## src/rtl/xtalk_pkg.sv

```systemverilog
package xtalk_pkg;

    typedef struct packed {
        logic cap;
        logic upd;
    } samp_t;

    typedef struct packed {
        logic sens;
    } mode_t;

    typedef struct packed {
        logic hit;
    } err_t;

endpackage

```

## src/rtl/xtalk_sample_stage.sv

```systemverilog
module xtalk_sample_stage
    import xtalk_pkg::*;
(
    input  logic clk,
    input  logic rst_n,
    input  logic cut_i,
    input  logic cap_en,
    input  logic upd_en,
    output logic live_diff_o,
    output logic seq_diff_o
);
    samp_t st_d, st_q;

    always_comb begin
        st_d = st_q;
        if (cap_en) st_d.cap = cut_i;
        if (upd_en) st_d.upd = st_q.cap;
    end

    always_ff @(posedge clk or negedge rst_n) begin
        if (!rst_n) st_q <= '0;
        else        st_q <= st_d;
    end

    // first comparator: held sample against live output
    assign live_diff_o = st_q.cap ^ cut_i;
    // second comparator: two consecutive registered samples
    assign seq_diff_o  = st_q.cap ^ st_q.upd;

    // update flop follows capture flop when strobed
    a_r10_upd_follows: assert property (@(posedge clk) disable iff (!rst_n)
        (upd_en && !cap_en) |=> (seq_diff_o == 1'b0));
endmodule

```

## src/rtl/xtalk_mode_latch.sv

```systemverilog
module xtalk_mode_latch
    import xtalk_pkg::*;
(
    input  logic clk,
    input  logic rst_n,
    input  logic load_i,
    input  logic diff_i,
    output logic sens_o
);
    mode_t m_d, m_q;

    always_comb begin
        m_d = m_q;
        if (load_i) m_d.sens = diff_i;
    end

    always_ff @(posedge clk or negedge rst_n) begin
        if (!rst_n) m_q <= '0;
        else        m_q <= m_d;
    end

    assign sens_o = m_q.sens;

    // mode bit frozen outside the sensitization check
    a_r3_mode_hold: assert property (@(posedge clk) disable iff (!rst_n)
        !load_i |=> $stable(sens_o));
endmodule

```

## src/rtl/xtalk_err_detect.sv

```systemverilog
module xtalk_err_detect
    import xtalk_pkg::*;
(
    input  logic clk,
    input  logic rst_n,
    input  logic clr_i,
    input  logic arm_i,
    input  logic block_i,
    input  logic diff_i,
    output logic err_o
);
    err_t e_d, e_q;

    always_comb begin
        e_d = e_q;
        if (clr_i)
            e_d.hit = 1'b0;
        else if (arm_i && !block_i && diff_i)
            e_d.hit = 1'b1;
    end

    always_ff @(posedge clk or negedge rst_n) begin
        if (!rst_n) e_q <= '0;
        else        e_q <= e_d;
    end

    assign err_o = e_q.hit;

    // sticky until cleared
    a_r4_sticky: assert property (@(posedge clk) disable iff (!rst_n)
        (err_o && !clr_i) |=> err_o);
    // clear wins
    a_r5_clear: assert property (@(posedge clk) disable iff (!rst_n)
        clr_i |=> !err_o);
    // nothing recorded during the sensitization check
    a_r6_blocked: assert property (@(posedge clk) disable iff (!rst_n)
        (!err_o && block_i) |=> !err_o);
    // nothing recorded while the detector is not strobed
    a_r7_unarmed: assert property (@(posedge clk) disable iff (!rst_n)
        (!err_o && !arm_i) |=> !err_o);
endmodule

```

## src/rtl/xtalk_lane.sv

```systemverilog
module xtalk_lane (
    input  logic clk,
    input  logic rst_n,
    input  logic cut_i,
    input  logic cap_en,
    input  logic upd_en,
    input  logic det_en,
    input  logic mode_le,
    input  logic err_clr,
    output logic mode_o,
    output logic err_o,
    output logic fault_o
);
    logic live_diff, seq_diff;

    xtalk_sample_stage u_samp (
        .clk(clk), .rst_n(rst_n), .cut_i(cut_i),
        .cap_en(cap_en), .upd_en(upd_en),
        .live_diff_o(live_diff), .seq_diff_o(seq_diff)
    );

    xtalk_mode_latch u_mode (
        .clk(clk), .rst_n(rst_n), .load_i(mode_le),
        .diff_i(live_diff), .sens_o(mode_o)
    );

    xtalk_err_detect u_err (
        .clk(clk), .rst_n(rst_n), .clr_i(err_clr), .arm_i(det_en),
        .block_i(mode_le), .diff_i(seq_diff), .err_o(err_o)
    );

    // a sensitized lane masks its detector
    assign fault_o = err_o & ~mode_o;
endmodule

```

## src/rtl/xtalk_glitch_cell.sv

```systemverilog
module xtalk_glitch_cell #(
    parameter int LANES = 4
) (
    input  logic             clk,
    input  logic             rst_n,
    input  logic [LANES-1:0] cut_out,
    input  logic             cap_en,
    input  logic             upd_en,
    input  logic             det_en,
    input  logic             mode_le,
    input  logic             err_clr,
    output logic [LANES-1:0] mode_o,
    output logic [LANES-1:0] err_o,
    output logic [LANES-1:0] fault_o
);
    localparam int LW = (LANES > 1) ? $clog2(LANES) : 1;

    for (genvar i = 0; i < LANES; i++) begin : g_lane
        xtalk_lane u_lane (
            .clk(clk), .rst_n(rst_n), .cut_i(cut_out[i]),
            .cap_en(cap_en), .upd_en(upd_en), .det_en(det_en),
            .mode_le(mode_le), .err_clr(err_clr),
            .mode_o(mode_o[i]), .err_o(err_o[i]), .fault_o(fault_o[i])
        );
    end

    logic [LW:0] fault_cnt;
    always_comb fault_cnt = ($countones(fault_o)) & {(LW+1){1'b1}};

    // a reported fault never sits on a sensitized lane
    a_r8_fault_mask: assert property (@(posedge clk) disable iff (!rst_n)
        (fault_o & mode_o) == '0);
    // outputs are quiet after reset
    a_r1_reset_quiet: assert property (@(posedge clk)
        !rst_n |-> (err_o == '0 && mode_o == '0 && fault_cnt == '0));
endmodule

```

## config.mk

```make
export PLATFORM = sky130hd
export DESIGN_NAME = xtalk_glitch_cell
export DESIGN_NICKNAME = d
export VERILOG_FILES = /design/src/rtl/xtalk_pkg.sv /design/src/rtl/xtalk_sample_stage.sv /design/src/rtl/xtalk_mode_latch.sv /design/src/rtl/xtalk_err_detect.sv /design/src/rtl/xtalk_lane.sv /design/src/rtl/xtalk_glitch_cell.sv
export SDC_FILE = /design/constraint.sdc
export NUM_CORES = 1
export LEC_CHECK = 0
export BUFFER_PORTS_ARGS = -buffer_cell sky130_fd_sc_hd__buf_2
export CORE_MARGIN = 3
export CORE_UTILIZATION = 44
export CTS_BUF_LIST = sky130_fd_sc_hd__clkbuf_8 sky130_fd_sc_hd__clkbuf_16
export DETAILED_ROUTE_END_ITERATION = 8
export GPL_ROUTABILITY_DRIVEN = 0
export HOLD_SLACK_MARGIN = 0.08
export PLACE_DENSITY = 0.81
export SYNTH_ARGS = -nofsm -noshare
export SYNTH_HDL_FRONTEND = slang
export SYNTH_SLANG_ARGS = --single-unit
```

## constraint.sdc

```tcl
create_clock -name clk -period 0.8 [get_ports clk]
set_input_delay 0.12 -clock clk [delete_from_list [all_inputs] [get_ports clk]]
set_output_delay 0.12 -clock clk [all_outputs]
set_load 0.03 [all_outputs]
```

==> reports/metrics.cfg <==
[floorplan]
core_um2 = 1580
start_util = 0.484
io_pins = 23
rows = 14
die_area_um2 = 2270
die_h_um = 47.7
die_x_um = 47.7

[yosys]
yosys.cell_types.count = 10
synth_top_family_by_area = buffers and inverters
synth-seq-cells = 16
syn_area_per_cell_um2 = 11.6
synth_simple_gate_area_frac = 0.0541
synth-compound-area-share = 0.0590
synthesis.nets = 77
synthXorXnorAreaFrac = 0.0918
ys_warn_count = 0
syn_inst = 66
muxShareOfSynthArea = 0.118
synthAdderAreaFrac = 0
synth-seq-area-share = 0.525
synth_area_um2 = 763

[pwr]
internal_power_mw = 1.71
p_sw_mw = 0.673
peakVddDrop_uv = 1010
sw_frac_of_total = 0.283
power_frac_clock = 0.289
pwr-share-comb = 0.281
p_seq_frac = 0.430
p_per_area_nw_per_um2 = 2270
p_leak_nw = 0.496

[critical_path]
critPathKind = reg -> out
worstRegToRegCells = 2
crit-reg2reg-capture = g_lane[3].u_lane.u_err.err_o$_DFFE_PN0P_
start_kind = flop
crit_path_end = fault_o[2]
timing.rr.start = g_lane[3].u_lane.u_samp.st_q[1]$_DFFE_PN0P_
rrSetupSlack_ns = -0.06
path_max_fanout = 2
critPathLaunch = g_lane[2].u_lane.u_err.err_o$_DFFE_PN0P_
cp-end-kind = primary output
cp_cell_sequence = inv_1, nor2_1, buf_4
crit_arrival_ns = 0.95
worstPathRequired_ns = 0.68
slowest_stage = dfrtp_1
cpPeakStageDelay_ns = 0.37

[run]
maxCapViolations = 0

[clock_network]
htree_num_levels = 1
clock_sinks = 16
clkLatencyLatePin_ns = 0.24
cts_tree = built
clk_pin_slew_ns = 0.06
cts_root_buffer = clkbuf_8
cts_buffers = 3
clockBufferDepth = 2

[sta]
rsz0062_at_grt = true
finalSetupViolations = 25
worstMarginPinSlew_ns = 0.356
fmax_ghz = 0.932
maxSlewViolCount = 0
maxSlewHeadroom = 0.763
period_minus_slack_ns = 1.07
finClkSkew_ns = 0.00240
hold_viol = 0
tns_ns = -2.49
fin_crit_sh = 1.34
setup_slack_ns = -0.273

[route]
drt-met1-wl_um = 634
drc_errors = 0
dr.pass1.iters = 4
top_layer_used = met4
vias_per_cell = 5.04
wl_per_cell_um = 15.8
wl_met2_um = 930
drt_iter0_drc = 14
wirelength_um = 1660
via_count = 529
wl_met3_um = 51
antenna_left = 0

[run_status]
violations = negative setup slack
status = finished with violations

[final_layout]
insertedDiodeCount = 0
register_area_um2 = 404
area_delta_synth_final_pct = 37.2
drive_above_1_share = 0.640
nFillCells = 97
multiInputGateArea_um2 = 305
fin_nets = 101

[grt]
grt_usage = 0.132
grt_pass1_wl_um = 2060
first_global_vias = 466
grt_max_degree = 17
antenna_found_initial = 0
overflow = 0

[placed_design]
place_ws_ns = -0.0716
port_buffers = 22
hpwl_um = 987

[min_path]
min_path_type = in -> reg

## how the worst min path moves through the flow
stage               start                                           to  slack, ns  cells past startpoint
3_3_place_gp        rst_n   g_lane[2].u_lane.u_mode.sens_o$_DFFE_PN0P_       0.03                      1
6_report       cut_out[0]  g_lane[0].u_lane.u_samp.st_q[1]$_DFFE_PN0P_       0.13                      2
4_1_cts        cut_out[0]  g_lane[0].u_lane.u_samp.st_q[1]$_DFFE_PN0P_       0.13                      2
3_5_place_dp        rst_n     g_lane[2].u_lane.u_err.err_o$_DFFE_PN0P_       0.04                      1
2_1_floorplan       rst_n     g_lane[0].u_lane.u_err.err_o$_DFFE_PN0P_      -0.18                      0
5_1_grt        cut_out[0]  g_lane[0].u_lane.u_samp.st_q[1]$_DFFE_PN0P_       0.13                      2
## routing by layer
metal / global-route usage / up-vias
li1: - / 250
met1: 0.137 / 260
met2: 0.251 / 15
met3: 0.0113 / 4
met4: 0.0806 / 0
met5: 0 / -
## metrics by stage
stage	instance area [µm²]	util	hold WS, ns	std cells	total power, mW
finish	1050	0.664	0.132	105	2.38
global route	1050	0.664	0.129	105	2.49
CTS	965	0.612	0.128	102	2.28
detailed placement	807	0.512	0.0438	93	1.46
global placement	807	0.512	0.0349	93	1.44
floorplan	767	-	-0.176	66	1.40
## flip-flops by register name, indices dropped and copies added (netlist names)
name / count
g_lane.u_lane.u_err.err_o: 4
g_lane.u_lane.u_mode.sens_o: 4
g_lane.u_lane.u_samp.st_q: 8
## cell type report
type	instances	share of cell area
Inverter	4	0.0143
Multi-Input combinational cell	33	0.292
Timing Repair Buffer	32	0.237
Tap cell	16	0.0191
Clock buffer	4	0.0526
Sequential cell	16	0.386
## timing repair
action | 4_1_cts | 5_1_grt
gates resized for setup | 21 | 16
setup endpoints to repair | 23 | 28
hold buffers | 1 | 0
endpoints found under the hold margin | 16 | 0
pin swaps | 8 | 8
setup buffers | 4 | 3
## power groups by stage
stage	combinational [mW]	sequential, mW	clock [mW]
2_1_floorplan	0.410	0.989	0
3_3_place_gp	0.445	0.998	0
3_5_place_dp	0.458	1.01	0
4_1_cts	0.579	0.997	0.706
5_1_grt	0.709	1.04	0.742
6_report	0.669	1.02	0.689
## cell usage after synthesis
| library cell | count | area, µm² |
|---|---|---|
| dfrtp_1 | 16 | 400 |
| buf_4 | 12 | 90.1 |
| mux2_2 | 8 | 90.1 |
| nor2_1 | 8 | 30.0 |
| xnor2_1 | 8 | 70.1 |
| a21oi_1 | 4 | 20.0 |
| inv_1 | 4 | 15.0 |
| o22ai_1 | 4 | 25.0 |
| buf_6 | 1 | 11.3 |
| or3b_4 | 1 | 11.3 |
## critical path, delay by kind of cell, from the launching register on
kind	cells	cell delay [ns]
buffers and inverters	2	0.25
AND/OR/NAND/NOR	1	0.10
flip-flops	1	0.37
## logic make-up after synthesis
family,Yosys count
buf+inv,17
flops,16
simple gates,9
compound gates,8
xor+xnor,8
mux,8
## cells in the final DEF, fill, tap and decap left out, drive strengths merged
cell type and instances:
dfrtp 16, xnor2 8, dlygate4sd3 1, clkbuf 4, o22ai 4, a21oi 4
nor2 8, mux2 8, inv 4, buf 31, or3b 1
Power figures use the tool's default switching activity.
